$ cat src/rtl/mux_scan_pkg.sv
package mux_scan_pkg;

    // Dark clocks at the head of every slot, independent of the dimmer.
    localparam int GAP_CLKS = 2;

    // Where inside a slot the scan currently sits.
    typedef enum logic [1:0] {
        PH_GAP  = 2'd0,
        PH_ON   = 2'd1,
        PH_TAIL = 2'd2
    } slot_phase_e;

    // Slot length for a dimmer code of the given width: two clocks per step.
    function automatic int slot_clks(input int dim_w);
        return 2 << dim_w;
    endfunction

endpackage

$ cat src/rtl/mux_scan_timer.sv
module mux_scan_timer #(
    parameter int DIGITS = 3,
    parameter int SLOT_W = 11,
    localparam int DIG_W = $clog2(DIGITS)
) (
    input  logic              clk,
    input  logic              rst,
    input  logic              tick_en,
    output logic [SLOT_W-1:0] pos_o,
    output logic [DIG_W-1:0]  dig_o,
    output logic [DIG_W-1:0]  next_dig_o,
    output logic              slot_end_o,
    output logic              frame_end_o
);
    localparam logic [SLOT_W-1:0] POS_LAST = '1;
    localparam logic [DIG_W-1:0]  DIG_LAST = DIG_W'(DIGITS - 1);

    logic [SLOT_W-1:0] pos_q;
    logic [DIG_W-1:0]  dig_q;
    logic              at_end;

    assign at_end      = (pos_q == POS_LAST);
    assign slot_end_o  = tick_en && at_end;
    assign frame_end_o = slot_end_o && (dig_q == DIG_LAST);
    assign next_dig_o  = (dig_q == DIG_LAST) ? '0 : dig_q + 1'b1;

    always_ff @(posedge clk) begin
        if (rst) begin
            pos_q <= '0;
            dig_q <= '0;
        end else if (tick_en) begin
            pos_q <= pos_q + 1'b1;
            if (at_end) begin
                dig_q <= next_dig_o;
            end
        end
    end

    assign pos_o = pos_q;
    assign dig_o = dig_q;
endmodule

$ cat src/rtl/mux_scan_dim_gate.sv
module mux_scan_dim_gate
    import mux_scan_pkg::*;
#(
    parameter int DIM_W = 10,
    localparam int SLOT_W = DIM_W + 1
) (
    input  logic              clk,
    input  logic              rst,
    input  logic              frame_end,
    input  logic [DIM_W-1:0]  dim_code,
    input  logic [SLOT_W-1:0] pos,
    output logic [DIM_W-1:0]  dm_o,
    output slot_phase_e       phase_o
);
    localparam logic [DIM_W-1:0]  CODE_TOP = {{(DIM_W-1){1'b1}}, 1'b0};
    localparam logic [SLOT_W:0]   GAP_W    = (SLOT_W+1)'(GAP_CLKS);

    logic [DIM_W-1:0] dm_q;
    logic [DIM_W-1:0] code_clamped;
    logic [SLOT_W:0]  on_limit;
    logic [SLOT_W:0]  pos_x;

    // The all-ones code is reserved; fold it onto the largest legal step.
    assign code_clamped = (dim_code == '1) ? CODE_TOP : dim_code;

    always_ff @(posedge clk) begin
        if (rst) begin
            dm_q <= '0;
        end else if (frame_end) begin
            dm_q <= code_clamped;
        end
    end

    // Window end = gap + two clocks per step.
    assign on_limit = GAP_W + {1'b0, dm_q, 1'b0};
    assign pos_x    = {1'b0, pos};

    always_comb begin
        if (pos_x < GAP_W) begin
            phase_o = PH_GAP;
        end else if (pos_x < on_limit) begin
            phase_o = PH_ON;
        end else begin
            phase_o = PH_TAIL;
        end
    end

    assign dm_o = dm_q;
endmodule

$ cat src/rtl/mux_scan_row_pick.sv
module mux_scan_row_pick #(
    parameter int SEGS   = 24,
    parameter int DIGITS = 3,
    localparam int DIG_W = $clog2(DIGITS),
    localparam int ROWS  = 1 << DIG_W
) (
    input  logic                   clk,
    input  logic                   rst,
    input  logic                   slot_end,
    input  logic [DIG_W-1:0]       next_dig,
    input  logic [DIGITS*SEGS-1:0] seg_data,
    output logic [SEGS-1:0]        row_o
);
    logic [SEGS-1:0] rows [ROWS];
    logic [SEGS-1:0] row_q;

    for (genvar g = 0; g < ROWS; g++) begin : g_row
        if (g < DIGITS) begin : g_live
            assign rows[g] = seg_data[g*SEGS +: SEGS];
        end else begin : g_pad
            assign rows[g] = '0;
        end
    end

    // Capture the coming digit's row on the edge that opens its slot.
    always_ff @(posedge clk) begin
        if (rst) begin
            row_q <= '0;
        end else if (slot_end) begin
            row_q <= rows[next_dig];
        end
    end

    assign row_o = row_q;
endmodule

$ cat src/rtl/mux_scan_dimmer.sv
module mux_scan_dimmer
    import mux_scan_pkg::*;
#(
    parameter int SEGS   = 24,
    parameter int DIGITS = 3,
    parameter int DIM_W  = 10
) (
    input  logic                   clk,
    input  logic                   rst,
    input  logic                   osc_en,
    input  logic                   show_en,
    input  logic [DIM_W-1:0]       dim_code,
    input  logic [DIGITS*SEGS-1:0] seg_data,
    output logic [DIGITS-1:0]      digit_o,
    output logic [SEGS-1:0]        seg_o
);
    localparam int SLOT_W = DIM_W + 1;
    localparam int DIG_W  = $clog2(DIGITS);

    logic [SLOT_W-1:0] pos_q;
    logic [DIG_W-1:0]  dig_q;
    logic [DIG_W-1:0]  next_dig;
    logic              slot_end;
    logic              frame_end;
    logic [DIM_W-1:0]  dm_q;
    slot_phase_e       phase;
    logic [SEGS-1:0]   row_q;
    logic [DIGITS-1:0] dig_hot;

    mux_scan_timer #(
        .DIGITS (DIGITS),
        .SLOT_W (SLOT_W)
    ) u_timer (
        .clk         (clk),
        .rst         (rst),
        .tick_en     (osc_en),
        .pos_o       (pos_q),
        .dig_o       (dig_q),
        .next_dig_o  (next_dig),
        .slot_end_o  (slot_end),
        .frame_end_o (frame_end)
    );

    mux_scan_dim_gate #(
        .DIM_W (DIM_W)
    ) u_dim (
        .clk       (clk),
        .rst       (rst),
        .frame_end (frame_end),
        .dim_code  (dim_code),
        .pos       (pos_q),
        .dm_o      (dm_q),
        .phase_o   (phase)
    );

    mux_scan_row_pick #(
        .SEGS   (SEGS),
        .DIGITS (DIGITS)
    ) u_rows (
        .clk      (clk),
        .rst      (rst),
        .slot_end (slot_end),
        .next_dig (next_dig),
        .seg_data (seg_data),
        .row_o    (row_q)
    );

    assign dig_hot = DIGITS'(1) << dig_q;

    always_ff @(posedge clk) begin
        if (rst) begin
            digit_o <= '0;
            seg_o   <= '0;
        end else begin
            digit_o <= (show_en && phase == PH_ON) ? dig_hot : '0;
            seg_o   <= show_en ? row_q : '0;
        end
    end
endmodule

$ cat config.mk
export PLATFORM = sky130hd
export DESIGN_NAME = mux_scan_dimmer
export DESIGN_NICKNAME = d
export VERILOG_FILES = /design/src/rtl/mux_scan_pkg.sv /design/src/rtl/mux_scan_timer.sv /design/src/rtl/mux_scan_dim_gate.sv /design/src/rtl/mux_scan_row_pick.sv /design/src/rtl/mux_scan_dimmer.sv
export SDC_FILE = /design/constraint.sdc
export NUM_CORES = 1
export LEC_CHECK = 0
export BUFFER_PORTS_ARGS = -buffer_cell sky130_fd_sc_hd__buf_2
export CELL_PAD_IN_SITES_DETAIL_PLACEMENT = 1
export CELL_PAD_IN_SITES_GLOBAL_PLACEMENT = 2
export CORE_ASPECT_RATIO = 1.25
export CORE_MARGIN = 1
export CORE_UTILIZATION = 33
export DETAILED_ROUTE_END_ITERATION = 6
export PLACE_DENSITY_LB_ADDON = 0.1
export SLEW_MARGIN = 15
export SYNTH_ARGS = -nofsm -noshare
export SYNTH_HDL_FRONTEND = slang
export SYNTH_HIERARCHICAL = 1
export SYNTH_SLANG_ARGS = --single-unit
$ cat constraint.sdc
create_clock -name clk -period 4.4 [get_ports clk]
set_input_delay 0.44 -clock clk [delete_from_list [all_inputs] [get_ports clk]]
set_output_delay 0.44 -clock clk [all_outputs]
set_load 0.05 [all_outputs]
==> reports/summary.txt, run 1 <==
=================================================================================================================
Result of the run                                                                                    complete, no violations
Worst-case clock skew                                                                                  0.00618 ns
Int Power                                                                                                 1.26 mW
Final Hold Fails                                                                                                0
Remaining global-route overflow                                                                                 0
Share of flip-flops with an asynchronous set or reset                                                           0
Capture point of the worst reg-to-reg path                                                             digit_o[2]
All-layer global routing usage                                                                              0.158
Setup-violating endpoint count in the final report                                                              0
Critical hold path startpoint                                                                         dim_code[7]
RSZ-0062 raised after global routing                                                                           no
Worst EP arrival                                                                                          2.95 ns
WHS                                                                                                      0.367 ns
Number of buffers added for setup after CTS                                                                     0
Tightest Hold Check Type                                                                             input port to flip-flop
Flip-flop and latch count after synthesis                                                                      74
Clock transition at path regs                                                                             0.06 ns
Worst-case vdd ir drop                                                                                   0.186 mV
Clock sinks                                                                                                    74
Placed cell areas                                                                                        4300 um2
Violation count after the first detailed-routing iteration                                                     68
Dominant synthesized flop cell                                                                       sky130_fd_sc_hd__dfxtp_1
Number of vias per cell                                                                                      4.80
Antenna Cells                                                                                                   0
Setup WS post-layout                                                                                      1.68 ns
Synthesized cell area                                                                                    3700 um2
Proportion of layout cells with a drive suffix above 1                                                      0.365
Remaining max-slew budget at the tightest pin                                                               0.316
Type of element capturing the critical path                                                             flip-flop
Most repeated library cell on the critical path                                                      sky130_fd_sc_hd__ha_1
Antenna violations before repair                                                                                0
Pins over their slew limit                                                                                      0
Combinational family with the most area after synthesis                                              simple AND/OR/NAND/NOR gates
Basic-gate share of the synthesized area counting and, or, nand and nor cells                               0.257
Vias in the first global route                                                                              3,093
Arithmetic-cell share of the synthesized area counting full adders, half adders and majority gates         0.0372
Portion of total power attributed to combinational logic                                                    0.052
Clock period minus worst slack                                                                            2.72 ns
Largest net degree at the start of global routing                                                              51
Post-CTS Resized                                                                                                0
Total power divided by cell area                                                                       338 nW/um2
Part of the cycle the worst path needs                                                                      0.619
Top-count cell post-synth                                                                            sky130_fd_sc_hd__dfxtp_1
Cells after synthesis                                                                                         378
Starting utilization of the core area                                                                       0.344
Multiplexer share of the synthesized area                                                                   0.102
DRC                                                                                                             0
Fraction of power spent switching nets                                                                      0.198
Area contributors post-synth                                                                         sky130_fd_sc_hd__dfxtp_1 (40%), sky130_fd_sc_hd__mux2i_1 (9.5%), sky130_fd_sc_hd__a311oi_2 (8.1%)
Clock Tree Buf Depth                                                                                            2
Cell with the biggest individual delay on the critical path                                          sky130_fd_sc_hd__dfxtp_1
CP Cell Sequence                                                                                     ha_1, inv_1, nor2_1, nand3_1, xor2_1, ha_1, a21o_1, a21oi_1, o21ai_0, o211a_1, nand2b_1, nor4_1
Routed length per placed instance                                                                         14.2 um
Crit path largest cell delay                                                                              0.42 ns
Layout overhead on the synthesized area                                                                     25.2%
Synth Area per Inst                                                                                      9.79 um2
Number of buffer cells added on primary ports                                                                 112
Worst Setup Path Type                                                                                flip-flop to flip-flop
# IOs                                                                                                         113
Leading area contributor after synthesis                                                             sky130_fd_sc_hd__dfxtp_1
Number of vias in the routed layout                                                                         2,977
Number of levels the H-tree was split into                                                                      3
Final std cell area, no fill                                                                             4630 um2
Layout net count                                                                                              580
Length in cells of the worst reg-to-reg path                                                                   12
Detailed-routing iteration count for the pre-antenna-repair pass                                                4
Area share of xor/xnor cells in the synthesized design                                                     0.0284
Maximum Capacitance Violations                                                                                  0
Syn nets                                                                                                      475
Launching element type of the critical path                                                             flip-flop
Compound-cell area share of the yosys netlist                                                               0.127
Part of the power in registers                                                                              0.431
Clock tree from TritonCTS                                                                                    done
Clock root buffer                                                                                    sky130_fd_sc_hd__clkbuf_16
R2R setup slack                                                                                           1.68 ns
Slew of the pin with the lowest slew margin                                                               1.02 ns
Final weighted congestion of routability-driven global placement                                            0.717
Insertion delay of the later-clocked pin in the worst-skew pair                                           0.33 ns
Maximum frequency from static timing analysis                                                             367 MHz
Worst Hold Depth                                                                                                3
Filler Cell Count                                                                                           1,283
Hold Path Sink                                                                                       u_dim/dm_o[7]
Net switching component of the power                                                                     0.310 mW
Static Leakage                                                                                            1.88 nW
Antenna-violating nets left                                                                                     0
Count of unique library cells instantiated by Yosys                                                            45
Die Ht                                                                                                     120 um
Final TNS setup                                                                                              0 ns
Die W                                                                                                     96.7 um
Number of buffers inserted by hold repair at cts                                                                0
Post-placement worst setup slack                                                                          1.69 ns
Worst Path Required                                                                                       4.62 ns
Floorplan row count                                                                                            42
Post-detailed-routing wire length                                                                         8800 um
Worst Path Max Fanout                                                                                           5
Top cell type's share of synthesized area                                                                   0.400
Proportion of power drawn by the clock network                                                              0.516
Die Area                                                                                               11,600 um2
Core outline area                                                                                      10,800 um2
Final total power                                                                                         1.57 mW
Proportion of synthesized chip area in sequential cells                                                     0.400
Count of flip-flops with a built-in enable after synthesis                                                      0
R2R Path Start                                                                                       u_dim/dm_o[0]
Estimated wirelength of the detail-placed design                                                          6510 um
Yosys warning count                                                                                             6
Number of buffers added by the clock tree synthesis step                                                        9
First-pass GRT wire length                                                                              14,700 um
Top post-synthesis cells by count                                                                    sky130_fd_sc_hd__dfxtp_1 (74), sky130_fd_sc_hd__nor2_1 (46), sky130_fd_sc_hd__mux2i_1 (35)
=================================================================================================================
worst max-delay path by stage:
stage	startpoint	endpoint	slack [ns]
4_1_cts	u_dim/dm_o[0]	digit_o[2]	1.66
5_1_grt	u_dim/dm_o[0]	digit_o[2]	1.47
3_3_place_gp	u_dim/dm_o[0]	digit_o[0]	1.85
6_report	u_dim/dm_o[0]	digit_o[2]	1.68
3_5_place_dp	u_dim/dm_o[0]	digit_o[2]	1.69
2_1_floorplan	u_dim/dm_o[0]	digit_o[2]	2.05
layout make-up:
class	count	area (um2)	share of cell area
multi-input cells	279	2050	0.442
flip-flops and latches	74	1480	0.320
repair buffers	115	583	0.126
clock buffers	12	267	0.0575
well taps	132	165	0.0356
clock inverters	4	72.6	0.0157
inverters	4	15.0	0.00324
sequential cells by signal, summed over array words and instances (netlist names):
name and count:
seg_o 24, u_timer/pos_o 11, digit_o 3, u_dim/dm_o 10
u_timer/dig_o 2, u_rows/row_o 24
logic make-up (layout without fill, tap and decap cells):
group / Yosys count / count (layout)
and+or+nand+nor: 172 / 172
DFF: 74 / 74
AOI/OAI and AO/OA: 47 / 47
muxes: 37 / 37
buffers and inverters: 25 / 135
xor gates and xnor gates: 12 / 12
adders and majority gates: 11 / 11
critical path, delay by kind of cell, from the launching register on:
family / cells / cell delay (ns)
AO/OA/AOI/OAI: 4 / 0.68
XOR/XNOR: 1 / 0.17
flip-flops: 1 / 0.42
buffers and inverters: 1 / 0.09
adder cells (fa/ha/maj): 2 / 0.55
AND/OR/NAND/NOR: 4 / 0.71
power groups by stage:
stage	sequential [mW]	clock [mW]	combinational, mW
after floorplan	0.690	0	0.0361
after global placement	0.690	0	0.0820
after global routing	0.675	0.856	0.0934
final	0.675	0.808	0.0820
after detailed placement	0.690	0	0.0835
after CTS	0.675	0.834	0.0840
through the flow:
step           utilization  instances
3_5_place_dp         0.399        604
2_1_floorplan            -        378
5_1_grt              0.430        620
6_report             0.430        620
4_1_cts              0.430        620
3_3_place_gp         0.399        604
per-layer routing:
metal	global-route usage	share of wire
met5	0	0
met4	0.0616	0.015
met3	0.0451	0.059
met2	0.292	0.51
met1	0.167	0.41
cells in the final DEF, fill, tap and decap left out, types with 2 or more instances in the layout:
| master | n |
|---|---|
| sky130_fd_sc_hd__and2_1 | 9 |
| sky130_fd_sc_hd__a21o_1 | 2 |
| sky130_fd_sc_hd__xnor2_1 | 4 |
| sky130_fd_sc_hd__nor2b_1 | 2 |
| sky130_fd_sc_hd__nor2b_4 | 2 |
| sky130_fd_sc_hd__nor4_1 | 7 |
| sky130_fd_sc_hd__o21ai_0 | 6 |
| sky130_fd_sc_hd__nand3_1 | 10 |
| sky130_fd_sc_hd__and2_2 | 15 |
| sky130_fd_sc_hd__bufinv_16 | 2 |
| sky130_fd_sc_hd__inv_1 | 4 |
| sky130_fd_sc_hd__ha_1 | 11 |
| sky130_fd_sc_hd__a311oi_1 | 4 |
| sky130_fd_sc_hd__clkbuf_8 | 3 |
| sky130_fd_sc_hd__o31ai_1 | 2 |
| sky130_fd_sc_hd__buf_2 | 112 |
| sky130_fd_sc_hd__or3_1 | 3 |
| sky130_fd_sc_hd__xor2_1 | 8 |
| sky130_fd_sc_hd__nor2_1 | 46 |
| sky130_fd_sc_hd__buf_4 | 3 |
| sky130_fd_sc_hd__a311oi_2 | 20 |
| sky130_fd_sc_hd__clkbuf_16 | 9 |
| sky130_fd_sc_hd__mux2i_1 | 35 |
| sky130_fd_sc_hd__a21oi_1 | 9 |
| sky130_fd_sc_hd__nand2_1 | 32 |
| sky130_fd_sc_hd__or3_2 | 2 |
| sky130_fd_sc_hd__nand4_1 | 6 |
| sky130_fd_sc_hd__or2_1 | 24 |
| sky130_fd_sc_hd__nand2b_1 | 5 |
| sky130_fd_sc_hd__dfxtp_1 | 74 |
(Power assumes the default switching activity.)
==> run 2, diff against run 1 <==
- CORE_UTILIZATION: 33 -> 31
- clock period: 4.4 -> 2.7 ns (I/O delays scaled with it)
==> reports/summary.txt, run 2 (same netlist as run 1, synthesis figures left out) <==
===============================================================================
Clock tree from TritonCTS                                                  done
R2R setup slack                                                         0.22 ns   -1.46 ns
Number of levels the H-tree was split into                                    3   unchanged
Number of vias per cell                                                    4.70   -2.1%
Clock period minus worst slack                                          2.48 ns   -0.241 ns
Clock sinks                                                                  74   unchanged
Floorplan row count                                                          44   +4.8%
Worst-case vdd ir drop                                                 0.202 mV   +8.8%
Number of buffer cells added on primary ports                               112   unchanged
Post-detailed-routing wire length                                       9380 um   +6.5%
RSZ-0062 raised after global routing                                         no
Largest net degree at the start of global routing                            51   unchanged
Filler-free cell count of the finished design                               659   +6.3%
# IOs                                                                       113   unchanged
Proportion of layout cells with a drive suffix above 1                    0.394   +0.0288
Part of the cycle the worst path needs                                    0.919   +0.300
Clock transition at path regs                                           0.06 ns   about the same
Violation count after the first detailed-routing iteration                   56   -18%
Worst Path Required                                                     2.94 ns   -1.68 ns
Final Hold Fails                                                              0   unchanged
All-layer global routing usage                                            0.162   +0.00405
Clock root buffer                                                  sky130_fd_sc_hd__clkbuf_16
Die W                                                                   99.7 um   +3.1%
Remaining max-slew budget at the tightest pin                             0.574   +0.258
Most common cell after layout, fill and taps aside                 sky130_fd_sc_hd__buf_2
First-pass GRT wire length                                            15,400 um   +4.9%
Die Ht                                                                   124 um   +3.1%
Pins over their slew limit                                                    0   unchanged
Total power divided by cell area                                     514 nW/um2   +52%
Worst EP arrival                                                        2.72 ns   -0.23 ns
Post-placement worst setup slack                                      0.0292 ns   -1.66 ns
Setup-violating endpoint count in the final report                            0   unchanged
Type of element capturing the critical path                           flip-flop
Core outline area                                                    11,600 um2   +7.8%
Length in cells of the worst reg-to-reg path                                 12   unchanged
Maximum frequency from static timing analysis                           403 MHz   +9.7%
Maximum Capacitance Violations                                                0   unchanged
Layout net count                                                            590   +1.7%
WHS                                                                    0.195 ns   -0.171 ns
Antenna Cells                                                                 0   unchanged
Launching element type of the critical path                           flip-flop
Antenna-violating nets left                                                   0   unchanged
Tightest Hold Check Type                                           input port to flip-flop
Number of buffers added by the clock tree synthesis step                      9   unchanged
DRC                                                                           0   unchanged
Slew of the pin with the lowest slew margin                            0.637 ns   -0.384 ns
Result of the run                                                  complete, no violations
Layout overhead on the synthesized area                                   28.4%
Worst Path Max Fanout                                                         5   unchanged
Worst Setup Path Type                                              flip-flop to flip-flop
Vias in the first global route                                            3,140   +1.5%
Worst-case clock skew                                                0.00734 ns   +0.00116 ns
Die Area                                                             12,400 um2   +6.3%
Worst Hold Depth                                                              3   unchanged
Routed length per placed instance                                       14.2 um   +0.18%
Commonest non-fill, non-tap cells in the layout                    sky130_fd_sc_hd__buf_2 (112), sky130_fd_sc_hd__dfxtp_1 (70), sky130_fd_sc_hd__nor2_1 (45)
Detailed-routing iteration count for the pre-antenna-repair pass              4   unchanged
Starting utilization of the core area                                     0.319   -0.0249
Remaining global-route overflow                                               0   unchanged
Estimated wirelength of the detail-placed design                        6920 um   +6.3%
Setup WS post-layout                                                   0.219 ns   -1.46 ns
Insertion delay of the later-clocked pin in the worst-skew pair         0.33 ns   about the same
Number of placed cells counting well taps                                   642   +6.3%
Number of buffers inserted by hold repair at cts                              0   unchanged
Static Leakage                                                          1.92 nW   +2.2%
Antenna violations before repair                                              0   unchanged
Number of vias in the routed layout                                       3,097   +4.0%
Clock Tree Buf Depth                                                          2   unchanged
Final TNS setup                                                            0 ns   unchanged
Final weighted congestion of routability-driven global placement          0.710   -1.0%
===============================================================================
## run 2: cell types whose count changed in the layout (fill, tap and decap cells not counted), moves of 2 or more
cell,change
sky130_fd_sc_hd__buf_4,+9
sky130_fd_sc_hd__dfxtp_1,-4
sky130_fd_sc_hd__dfxtp_2,+3
sky130_fd_sc_hd__clkinv_2,+2
## run 2: what timing repair did
action / in CTS / in global routing
setup buffers: 0 / 1
pin swaps: 0 / 4
endpoints found under the setup margin: 1 / 3
resized for setup: 2 / 7
## run 2: final cells by class
| class | count | area, um2 |
|---|---|---|
| Clock buffer | 11 | 253 |
| Clock inverter | 5 | 52.6 |
| Fill cell | 1377 | 6870 |
| Inverter | 4 | 15.0 |
| Multi-Input combinational cell | 279 | 2070 |
| Sequential cell | 74 | 1490 |
| Tap cell | 161 | 201 |
| Timing Repair Buffer | 125 | 671 |
## run 2: critical path, stage by stage, from the launching register on
cell                       delay, ns
sky130_fd_sc_hd__dfxtp_4        0.37
sky130_fd_sc_hd__ha_2           0.20
sky130_fd_sc_hd__inv_1          0.08
sky130_fd_sc_hd__nor2_2         0.11
sky130_fd_sc_hd__nand3_1        0.10
sky130_fd_sc_hd__xor2_1         0.16
sky130_fd_sc_hd__ha_1           0.30
sky130_fd_sc_hd__a21o_1         0.19
sky130_fd_sc_hd__a21oi_1        0.17
sky130_fd_sc_hd__o21ai_0        0.11
sky130_fd_sc_hd__o211a_1        0.21
sky130_fd_sc_hd__nand2b_4       0.15
sky130_fd_sc_hd__nor4_1         0.24
## run 2: worst paths after layout
path	startpoint	to
worst max-delay path	u_dim/dm_o[0]	digit_o[2]
worst max register to register	u_dim/dm_o[0]	digit_o[2]
worst min-delay path	dim_code[2]	u_dim/dm_o[2]
worst min register to register	u_rows/row_o[23]	seg_o[23]
## run 2: power breakdown
group / switching (mW) / internal (mW)
Combinational: 0.0702 / 0.0709
Clock: 0.445 / 0.760
Sequential: 0.00269 / 1.09
## run 2: metrics by stage
stage	total power, mW	util	area [um2]
final	2.44	0.409	4750
after global routing	2.55	0.409	4750
after CTS	2.49	0.406	4720
after detailed placement	1.26	0.380	4410
after global placement	1.26	0.380	4410
after floorplan	1.18	-	3700
## run 2: routing by layer
metal	routed length, um	up-vias	share of wire	track usage
met5	0	-	0	0
met4	138	0	0.015	0.0772
met3	455	9	0.049	0.0365
met2	5030	69	0.54	0.300
met1	3750	1458	0.40	0.172
li1	-	1561	-	-
==> run 3, diff against run 2 <==
- CORE_UTILIZATION: 31 -> 33
- clock period: 2.7 -> 2.9 ns (I/O delays scaled with it)
==> reports/summary.txt, run 3 (same netlist as run 1, synthesis figures left out) <==
===============================================================================
Part of the cycle the worst path needs                                    0.944   +0.0250
Floorplan row count                                                          42   -4.5%
Source of the critical timing path                                 u_dim/dm_o[0]
Worst-case clock skew                                                0.00248 ns   -0.00486 ns
Worst Setup Path Type                                              flip-flop to flip-flop
Critical hold path startpoint                                       dim_code[2]
Die W                                                                   96.7 um   -3.0%
Number of buffers added by the clock tree synthesis step                      9   unchanged
All-layer global routing usage                                            0.165   +0.00294
WHS                                                                    0.209 ns   +0.0136 ns
Worst-case vdd ir drop                                                 0.194 mV   -4.0%
DRC                                                                           0   unchanged
Number of levels the H-tree was split into                                    3   unchanged
Final std cell area, no fill                                           4640 um2   -2.4%
Filler-free cell count of the finished design                               625   -5.2%
Routed length per placed instance                                       14.7 um   +3.4%
Commonest non-fill, non-tap cells in the layout                    sky130_fd_sc_hd__buf_2 (112), sky130_fd_sc_hd__dfxtp_1 (74), sky130_fd_sc_hd__nor2_1 (46)
Filler Cell Count                                                         1,269   -7.8%
Number of vias in the routed layout                                       3,039   -1.9%
Clock Tree Buf Depth                                                          2   unchanged
Violation count after the first detailed-routing iteration                   58   +3.6%
Worst Path Required                                                     3.13 ns   +0.19 ns
Static Leakage                                                          1.89 nW   -2.0%
Number of vias per cell                                                    4.86   +3.5%
Slew of the pin with the lowest slew margin                            0.619 ns   -0.0187 ns
Part of the power in registers                                            0.466   +0.017
Worst EP arrival                                                        2.97 ns   +0.25 ns
Launching element type of the critical path                           flip-flop
Placed cell areas                                                      4350 um2   -1.5%
Net switching component of the power                                   0.469 mW   -9.5%
Core outline area                                                    10,800 um2   -7.3%
# IOs                                                                       113   unchanged
Int Power                                                               1.73 mW   -10%
Maximum Capacitance Violations                                                0   unchanged
Result of the run                                                  complete, no violations
Detailed-routing iteration count for the pre-antenna-repair pass              4   unchanged
Die Ht                                                                   120 um   -3.0%
Clock transition at path regs                                           0.06 ns   about the same
Post-detailed-routing wire length                                       9190 um   -2.0%
Insertion delay of the later-clocked pin in the worst-skew pair         0.33 ns   about the same
Final TNS setup                                                            0 ns   unchanged
Total power divided by cell area                                     474 nW/um2   -7.8%
Remaining global-route overflow                                               0   unchanged
Final weighted congestion of routability-driven global placement          0.700   -1.4%
Pins over their slew limit                                                    0   unchanged
Die Area                                                             11,600 um2   -6.0%
Estimated wirelength of the detail-placed design                        6730 um   -2.8%
Most common cell after layout, fill and taps aside                 sky130_fd_sc_hd__buf_2
R2R Path Start                                                     u_dim/dm_o[0]
Layout net count                                                            585   -0.85%
Number of buffer cells added on primary ports                               112   unchanged
Worst Hold Depth                                                              3   unchanged
Number of placed cells counting well taps                                   609   -5.1%
Length in cells of the worst reg-to-reg path                                 12   unchanged
Starting utilization of the core area                                     0.344   +0.0249
Setup-violating endpoint count in the final report                            0   unchanged
Maximum frequency from static timing analysis                           365 MHz   -9.4%
First-pass GRT wire length                                            15,100 um   -1.8%
Proportion of layout cells with a drive suffix above 1                    0.371   -0.0224
Flip-flop and latch area                                               1480 um2   -0.50%
Clock period minus worst slack                                          2.74 ns   +0.256 ns
Clock tree from TritonCTS                                                  done
Fraction of power spent switching nets                                    0.213   +0.00122
Number of buffers inserted by hold repair at cts                              0   unchanged
Remaining max-slew budget at the tightest pin                             0.588   +0.0134
Worst Path Max Fanout                                                         5   unchanged
Type of element capturing the critical path                           flip-flop
Portion of total power attributed to combinational logic                  0.057   about the same
Layout overhead on the synthesized area                                   25.3%
Area of combinational cells with multiple inputs                       2060 um2   -0.48%
Clock sinks                                                                  74   unchanged
Final Hold Fails                                                              0   unchanged
Proportion of power drawn by the clock network                            0.477   -0.016
Antenna Cells                                                                 0   unchanged
Clock root buffer                                                  sky130_fd_sc_hd__clkbuf_16
Largest net degree at the start of global routing                            51   unchanged
Antenna-violating nets left                                                   0   unchanged
Tightest Hold Check Type                                           input port to flip-flop
Vias in the first global route                                            3,183   +1.4%
Antenna violations before repair                                              0   unchanged
===============================================================================
-- run 3: changes by cell type in the layout (fill, tap and decap cells not counted), moves of 2 or more --
| cell | before | now |
|---|---|---|
| sky130_fd_sc_hd__dfxtp_2 | 3 | 0 |
| sky130_fd_sc_hd__dfxtp_1 | 70 | 74 |
| sky130_fd_sc_hd__buf_4 | 12 | 7 |
| sky130_fd_sc_hd__clkbuf_1 | 0 | 2 |
-- run 3: layout make-up --
type,count,area share
Sequential cell,74,0.319
Clock inverter,2,0.00216
Tap cell,132,0.0356
Clock buffer,14,0.0591
Timing Repair Buffer,120,0.136
Inverter,4,0.00324
Multi-Input combinational cell,279,0.444
-- run 3: power by group through the flow --
stage	sequential, mW	combinational [mW]	clock (mW)
after floorplan	1.05	0.0548	0
after global placement	1.05	0.125	0
after detailed placement	1.05	0.128	0
after CTS	1.02	0.129	1.09
after global routing	1.02	0.145	1.12
final	1.02	0.126	1.05
-- run 3: timing repair --
item | in CTS | in global routing
setup buffers | 0 | 0
endpoints found under the setup margin | 0 | 2
resized for setup | 0 | 2
-- run 3: worst paths after layout --
check                       end  slack [ns]
setup / recovery     digit_o[0]        0.16
hold / removal    u_dim/dm_o[2]        0.21
setup reg to reg     digit_o[0]        0.16
hold reg to reg        seg_o[1]        0.45
-- run 3: critical path, cell delays in order, from the launching register on --
cell and delay (ns):
sky130_fd_sc_hd__dfxtp_1 0.40, sky130_fd_sc_hd__ha_2 0.24, sky130_fd_sc_hd__inv_1 0.08, sky130_fd_sc_hd__nor2_1 0.18, sky130_fd_sc_hd__nand3_1 0.11, sky130_fd_sc_hd__xor2_1 0.16
sky130_fd_sc_hd__ha_1 0.30, sky130_fd_sc_hd__a21o_1 0.19, sky130_fd_sc_hd__a21oi_1 0.18, sky130_fd_sc_hd__o21ai_0 0.14, sky130_fd_sc_hd__o211a_1 0.22, sky130_fd_sc_hd__nand2b_1 0.19
sky130_fd_sc_hd__nor4_2 0.25
-- run 3: through the flow --
step,setup slack [ns],total power [mW],util
finish,0.162,2.20,0.431
global placement,0.409,1.17,0.403
CTS,0.151,2.24,0.430
global route,-0.0302,2.29,0.431
detailed placement,0.178,1.18,0.403
floorplan,0.548,1.10,-
-- run 3: metal layers --
| metal | global-route usage | vias up | share of wire |
|---|---|---|---|
| met2 | 0.303 | 79 | 0.52 |
| met4 | 0.0765 | 0 | 0.019 |
| met1 | 0.172 | 1407 | 0.41 |
| met5 | 0 | - | 0 |
| li1 | - | 1541 | - |
| met3 | 0.0462 | 12 | 0.057 |
